<file path="src/rtl/sconv_pkg.sv">
`timescale 1ns/1ps
package sconv_pkg;
  typedef enum logic [2:0] {
    ST_IDLE,
    ST_LEAD,
    ST_SHIFT,
    ST_TRAIL,
    ST_EOCW,
    ST_RESP
  } seq_st_t;

  typedef enum logic {
    DEV_DAC = 1'b0,
    DEV_ADC = 1'b1
  } dev_t;

  localparam int MIN_HALF = 2;
endpackage

</file>
<file path="src/rtl/sconv_halfgen.sv">
`timescale 1ns/1ps
module sconv_halfgen
  import sconv_pkg::*;
#(
  parameter int DIV_W = 8
) (
  input  logic             clk,
  input  logic             rst_n,
  input  logic             load,
  input  logic [DIV_W-1:0] half_cfg,
  input  logic             run,
  output logic             tick
);
  localparam logic [DIV_W-1:0] MINV = DIV_W'(MIN_HALF);

  logic [DIV_W-1:0] half_q;
  logic [DIV_W-1:0] cnt;

  // latch the clamped half-period when a command is accepted
  always_ff @(posedge clk or negedge rst_n) begin
    if (!rst_n) begin
      half_q <= MINV;
    end else if (load) begin
      half_q <= (half_cfg < MINV) ? MINV : half_cfg;
    end
  end

  assign tick = run && (cnt == half_q - 1'b1);

  always_ff @(posedge clk or negedge rst_n) begin
    if (!rst_n) begin
      cnt <= '0;
    end else if (!run || tick) begin
      cnt <= '0;
    end else begin
      cnt <= cnt + 1'b1;
    end
  end
endmodule

</file>
<file path="src/rtl/sconv_shifter.sv">
`timescale 1ns/1ps
module sconv_shifter #(
  parameter int FRAME_BITS = 16
) (
  input  logic                  clk,
  input  logic                  rst_n,
  input  logic                  load,
  input  logic [FRAME_BITS-1:0] load_word,
  input  logic                  shift,
  input  logic                  capture,
  input  logic                  sdi,
  output logic                  sdo,
  output logic [FRAME_BITS-1:0] rx_word
);
  logic [FRAME_BITS-1:0] tx_q;
  logic [FRAME_BITS-1:0] rx_q;

  always_ff @(posedge clk or negedge rst_n) begin
    if (!rst_n) begin
      tx_q <= '0;
    end else if (load) begin
      tx_q <= load_word;
    end else if (shift) begin
      tx_q <= {tx_q[FRAME_BITS-2:0], 1'b0};
    end
  end

  always_ff @(posedge clk or negedge rst_n) begin
    if (!rst_n) begin
      rx_q <= '0;
    end else if (load) begin
      rx_q <= '0;
    end else if (capture) begin
      rx_q <= {rx_q[FRAME_BITS-2:0], sdi};
    end
  end

  assign sdo     = tx_q[FRAME_BITS-1];
  assign rx_word = rx_q;
endmodule

</file>
<file path="src/rtl/sconv_seq.sv">
`timescale 1ns/1ps
module sconv_seq
  import sconv_pkg::*;
#(
  parameter int FRAME_BITS = 16,
  parameter int RES_BITS   = 12
) (
  input  logic                  clk,
  input  logic                  rst_n,
  input  logic                  cmd_valid,
  input  logic                  cmd_dev,
  input  logic                  tick,
  input  logic                  eoc,
  input  logic                  res_ready,
  input  logic [FRAME_BITS-1:0] rx_word,
  output logic                  cmd_ready,
  output logic                  load,
  output logic                  shift,
  output logic                  capture,
  output logic                  run,
  output logic                  sclk,
  output logic                  cs_dac_n,
  output logic                  cs_adc_n,
  output logic                  res_valid,
  output logic [RES_BITS-1:0]   res_data,
  output logic                  done
);
  localparam int CNT_W = $clog2(FRAME_BITS);
  localparam logic [CNT_W-1:0] LAST_BIT = CNT_W'(FRAME_BITS - 1);

  seq_st_t          state;
  dev_t             dev_q;
  logic             sclk_q;
  logic             fall_d;
  logic [CNT_W-1:0] bitcnt;

  assign cmd_ready = (state == ST_IDLE);
  assign load      = cmd_valid && (state == ST_IDLE);
  assign run       = (state == ST_LEAD) || (state == ST_SHIFT) || (state == ST_TRAIL);
  assign capture   = (state == ST_SHIFT) && tick && sclk_q;
  // next bit goes out one system clock after the falling edge
  assign shift     = fall_d;
  assign sclk      = sclk_q;

  always_ff @(posedge clk or negedge rst_n) begin
    if (!rst_n) begin
      state     <= ST_IDLE;
      dev_q     <= DEV_DAC;
      sclk_q    <= 1'b0;
      fall_d    <= 1'b0;
      bitcnt    <= '0;
      cs_dac_n  <= 1'b1;
      cs_adc_n  <= 1'b1;
      res_valid <= 1'b0;
      res_data  <= '0;
      done      <= 1'b0;
    end else begin
      done   <= 1'b0;
      fall_d <= 1'b0;
      unique case (state)
        ST_IDLE: begin
          if (cmd_valid) begin
            dev_q  <= dev_t'(cmd_dev);
            bitcnt <= '0;
            if (cmd_dev == DEV_ADC) cs_adc_n <= 1'b0;
            else                    cs_dac_n <= 1'b0;
            state  <= ST_LEAD;
          end
        end
        ST_LEAD: begin
          if (tick) begin
            sclk_q <= 1'b1;
            state  <= ST_SHIFT;
          end
        end
        ST_SHIFT: begin
          if (tick) begin
            if (sclk_q) begin
              sclk_q <= 1'b0;
              fall_d <= 1'b1;
              if (bitcnt == LAST_BIT) state <= ST_TRAIL;
              else                    bitcnt <= bitcnt + 1'b1;
            end else begin
              sclk_q <= 1'b1;
            end
          end
        end
        ST_TRAIL: begin
          if (tick) begin
            cs_dac_n <= 1'b1;
            cs_adc_n <= 1'b1;
            if (dev_q == DEV_ADC) begin
              state <= ST_EOCW;
            end else begin
              state <= ST_IDLE;
              done  <= 1'b1;
            end
          end
        end
        ST_EOCW: begin
          if (eoc) begin
            res_data  <= rx_word[FRAME_BITS-1 -: RES_BITS];
            res_valid <= 1'b1;
            state     <= ST_RESP;
          end
        end
        ST_RESP: begin
          if (res_ready) begin
            res_valid <= 1'b0;
            done      <= 1'b1;
            state     <= ST_IDLE;
          end
        end
        default: state <= ST_IDLE;
      endcase
    end
  end
endmodule

</file>
<file path="src/rtl/sconv_ctrl.sv">
`timescale 1ns/1ps
module sconv_ctrl #(
  parameter int FRAME_BITS = 16,
  parameter int RES_BITS   = 12,
  parameter int DIV_W      = 8
) (
  input  logic                  clk,
  input  logic                  rst_n,
  input  logic [DIV_W-1:0]      sclk_half,
  input  logic                  cmd_valid,
  output logic                  cmd_ready,
  input  logic [FRAME_BITS-1:0] cmd_word,
  input  logic                  cmd_dev,
  output logic                  res_valid,
  input  logic                  res_ready,
  output logic [RES_BITS-1:0]   res_data,
  output logic                  done,
  output logic                  sclk,
  output logic                  si,
  input  logic                  so,
  output logic                  cs_dac_n,
  output logic                  cs_adc_n,
  input  logic                  adc_eoc
);
  logic                  load;
  logic                  shift;
  logic                  capture;
  logic                  run;
  logic                  tick;
  logic [FRAME_BITS-1:0] rx_word;

  sconv_halfgen #(.DIV_W(DIV_W)) u_half (
    .clk      (clk),
    .rst_n    (rst_n),
    .load     (load),
    .half_cfg (sclk_half),
    .run      (run),
    .tick     (tick)
  );

  sconv_shifter #(.FRAME_BITS(FRAME_BITS)) u_shift (
    .clk       (clk),
    .rst_n     (rst_n),
    .load      (load),
    .load_word (cmd_word),
    .shift     (shift),
    .capture   (capture),
    .sdi       (so),
    .sdo       (si),
    .rx_word   (rx_word)
  );

  sconv_seq #(.FRAME_BITS(FRAME_BITS), .RES_BITS(RES_BITS)) u_seq (
    .clk       (clk),
    .rst_n     (rst_n),
    .cmd_valid (cmd_valid),
    .cmd_dev   (cmd_dev),
    .tick      (tick),
    .eoc       (adc_eoc),
    .res_ready (res_ready),
    .rx_word   (rx_word),
    .cmd_ready (cmd_ready),
    .load      (load),
    .shift     (shift),
    .capture   (capture),
    .run       (run),
    .sclk      (sclk),
    .cs_dac_n  (cs_dac_n),
    .cs_adc_n  (cs_adc_n),
    .res_valid (res_valid),
    .res_data  (res_data),
    .done      (done)
  );
endmodule

</file>
<file path="config.mk">
export PLATFORM = sky130hd
export DESIGN_NAME = sconv_ctrl
export DESIGN_NICKNAME = d
export VERILOG_FILES = /design/src/rtl/sconv_pkg.sv /design/src/rtl/sconv_halfgen.sv /design/src/rtl/sconv_shifter.sv /design/src/rtl/sconv_seq.sv /design/src/rtl/sconv_ctrl.sv
export SDC_FILE = /design/constraint.sdc
export NUM_CORES = 1
export LEC_CHECK = 0
export BUFFER_PORTS_ARGS = -buffer_cell sky130_fd_sc_hd__buf_2
export CAP_MARGIN = 15
export CELL_PAD_IN_SITES_DETAIL_PLACEMENT = 1
export CELL_PAD_IN_SITES_GLOBAL_PLACEMENT = 1
export CORE_MARGIN = 2
export CORE_UTILIZATION = 40
export DETAILED_ROUTE_END_ITERATION = 8
export GPL_TIMING_DRIVEN = 0
export PLACE_DENSITY = 0.74
export SYNTH_ARGS = -nofsm -noshare
export SYNTH_HDL_FRONTEND = slang
export SYNTH_SLANG_ARGS = --single-unit
</file>
<file path="constraint.sdc">
create_clock -name clk -period 2.5 [get_ports clk]
set_input_delay 0.5 -clock clk [delete_from_list [all_inputs] [get_ports clk]]
set_output_delay 0.5 -clock clk [all_outputs]
set_load 0.005 [all_outputs]
</file>
==> qor.txt <==
Fillers - 994
Post-synth top area share - 50.59%
Final WL - 7.752 mm
Yosys top cell by area - dfrtp_1
# DRC - 0
Cell Pwr Density - 986.1 nW/um2
Core box area - 8636 um2
Area after DPL - 3923 um2
Hpwl dp - 5.477 mm
Tot GR Track Use - 17.71%
Critical path type - flop to flop
Leakage power - 1.921 nW
# rows - 34
Switching part of the total - 34.91%
Max VDD drop - 0.5711 mV
FF-to-FF path depth - 7
Critical Path Max Stage Delay - 0.51 ns
MaxCap Viol Count - 0
Largest net degree at the start of global routing - 54
Clk pin slew, worst setup/hold paths - 0.09 ns
CTS tree - built
Initial antenna violation count - 0
Avg Cell Area, Syn - 10.45 um2
Combinational Power Share - 31.0%
Main synth FF type - dfrtp_1
Flop2flop setup slack - 0.09 ns
Syn_nets - 370
Synth Area in Compound Gates - 9.441%
Status - complete, no violations
Bufs on Longest Clock Path - 2
CP endpoint kind - flop
Final net count - 435
Number of synthesized flops with an enable pin - 0
Initial Util - 40.67%
Clk_lat worst skew - 0.35 ns
Post-synthesis sequential area ratio - 52.83%
Die Y - 97.71 um
Area growth syn-to-layout - 20.77%
Cts hold-fix bufs - 0
Sw power - 0.001460 W
FMAX - 0.4141 GHz
Inserted Diodes - 0
Vias after detailed routing - 2,624
WL/cell - 15.08 um
Adder and majority cell fraction of the synthesized area - 1.069%
Full die area - 9546 um2
Fin util - 49.12%
Worst hold slack - 0.03073 ns
Async SR Flop Fraction - 100.0%
Top Ports - 50
Fin crit period - 2.415 ns
Worst slew margin - 56.67%
Setup slack after layout - 0.08516 ns
Post-Syn Area - 3512 um2
CP startpoint kind - flop
Die X - 97.71 um
Initial DRC count - 66
Pint - 0.002722 W
Drt pass-1 iters - 4
CP cell instances - nor4_2, and4b_1, a41oi_4, a211oi_4, and2_4, buf_12, mux2i_1
Synth top area cells - dfrtp_1, mux2i_1, nand2_1
Place WS - -0.3039 ns
Antenna-violating nets left - 0
CP max stage cell - nor4_2
CTS H-tree lvls - 3
CP Data Required Time - 2.77 ns
Setup violators final - 0
Reg power frac - 42.8%
Hold WC Path Type - input port to async pin
Vias in the first global route - 2,805
CP Data Arrival Time - 2.68 ns
First-pass GRT wire length - 13.74 mm
CP max FO - 10
Yosys warns - 0
Synth Area in Simple Gates - 16.60%
Synth Register Bits - 74
Reg-to-Reg End - u_shift.rx_word[10]
CTS sink count - 74
Clock Skew - 0.01088 ns
Syn Inst Count - 336
Period utilization - 96.59%
Worst R2R Start - u_half.half_q[2]
GPL Wtd Cong - 0.7944
Share of layout cells above drive strength 1 - 25.12%
Inserted Clock Buffers - 9
Finished Layout Cells - 514
Placed Cells - 494
Largest family of logic cells by synthesized area - simple AND/OR/NAND/NOR gates
GR Overflow Total - 0
Final hold vios - 0
Root buf cell - clkbuf_8
Fin. max-slew vios - 0
Post-synthesis mux area share - 12.43%
Power share of the clock group - 26.2%
Xor/xnor share of the synthesized area - 3.741%
Least-Margin Pin Slew - 0.6500 ns
Distinct cells, synth - 45
# port buffers - 49
Vias per inst - 5.105
Post-Layout Inst Area - 4242 um2
-- how the worst max path moves through the flow --
| stage | cells after the start | slack (ns) | start | to |
|---|---|---|---|---|
| floorplan | 9 | 0.001 | u_half.half_q[1] | u_shift.rx_word[10] |
| global placement | 9 | -0.24 | u_half.half_q[1] | u_shift.rx_word[10] |
| detailed placement | 9 | -0.30 | u_half.half_q[1] | u_shift.rx_word[10] |
| CTS | 9 | 0.02 | u_half.half_q[1] | u_half.cnt[2] |
| global route | 8 | -0.01 | u_half.half_q[1] | u_shift.rx_word[9] |
| finish | 7 | 0.09 | u_half.half_q[2] | u_shift.rx_word[10] |
-- cells in the final DEF (no fill, tap or decap), types with 2 or more instances in the layout --
cell       count
and3_1         5
nand2_1       64
xnor2_1        9
a31o_2         2
inv_1         10
nand3_1       11
nand4_1        4
mux2_2        13
inv_6          4
nor2_1        19
nor2b_1        4
ha_1           2
o2bb2ai_1      2
nor3_1         4
dfstp_2        3
buf_6          2
mux2i_1       29
xor2_1         6
bufinv_16      2
o21ai_1        3
a21oi_1        8
o41ai_1        2
clkbuf_8      10
clkbuf_1      12
buf_2         48
o21ai_0       20
o22ai_1        2
dfrtp_1       71
buf_12         2
buf_4          5
nand2b_1       3
-- what timing repair did --
item                                    in CTS  in global routing
pin swaps                                    3                  2
setup buffers                                2                  4
resized for setup                            3                  6
endpoints found under the setup margin      29                 21
-- cell type report --
| type | count | area, um2 | share of cell area [%] |
|---|---|---|---|
| buffer | 15 | 80.08 | 1.888 |
| timing repair buffer | 56 | 336.6 | 7.935 |
| tap | 108 | 135.1 | 3.186 |
| clock buffer | 10 | 137.6 | 3.245 |
| clock inverter | 6 | 95.09 | 2.242 |
| inverter | 11 | 41.29 | 0.9735 |
| multi-input combinational | 234 | 1560 | 36.78 |
| sequential | 74 | 1856 | 43.75 |
-- worst max-delay path, delay by kind of cell, from the launching register on --
| family | cells | cell delay, ns |
|---|---|---|
| AOI/OAI and AO/OA | 2 | 0.45 |
| buffers and inverters | 1 | 0.14 |
| DFF | 1 | 0.47 |
| muxes | 1 | 0.20 |
| and+or+nand+nor | 3 | 1.08 |
-- logic make-up after synthesis --
group | after synthesis
compound gates | 48
buf+inv | 28
simple gates | 126
fa+ha+maj | 3
flops | 74
mux | 42
xor+xnor | 15
-- power by group through the flow --
stage	clock, W	sequential [W]	combinational (W)
2_1_floorplan	0	0.00174	0.000898
3_3_place_gp	0	0.00179	0.00113
6_report	0.00110	0.00179	0.00130
5_1_grt	0.00118	0.00184	0.00146
4_1_cts	0.00112	0.00179	0.00127
3_5_place_dp	0	0.00181	0.00120
-- cells in the mapped netlist (5+ instances only) --
cell type	n
xnor2_1	9
a21oi_1	8
mux2_2	13
mux2i_1	29
xor2_1	6
dfrtp_1	71
o21ai_0	21
nand2_1	64
clkbuf_1	13
nand3_1	11
inv_1	11
nor2_1	19
and3_1	5
-- layer usage --
metal / part of all wire [%] / routed length (um) / up-vias / track usage, %
li1: - / - / 1279 / -
met1: 46 / 3559 / 1297 / 22.94
met2: 50 / 3844 / 37 / 29.81
met3: 3.1 / 242 / 11 / 4.532
met4: 1.4 / 105 / 0 / 4.594
met5: 0 / 0 / - / 0
-- stage by stage --
step	setup TNS [ns]	total power [W]
floorplan	0	0.002635
detailed placement	-5.641	0.003005
global placement	-4.524	0.002925
global route	-0.02377	0.004484
CTS	0	0.004173
finish	0	0.004183
-- registers in the layout, indices dropped and copies added, names as in the netlist --
name	cells
u_half.cnt	8
u_half.half_q	8
u_seq.bitcnt	4
u_seq.cs_adc_n	1
u_seq.cs_dac_n	1
u_seq.dev_q	1
u_seq.done	1
u_seq.res_data	12
u_seq.res_valid	1
u_seq.sclk	1
u_seq.shift	1
u_seq.state	3
u_shift.rx_word	16
u_shift.tx_q	16
Power figures use the tool's default switching activity.
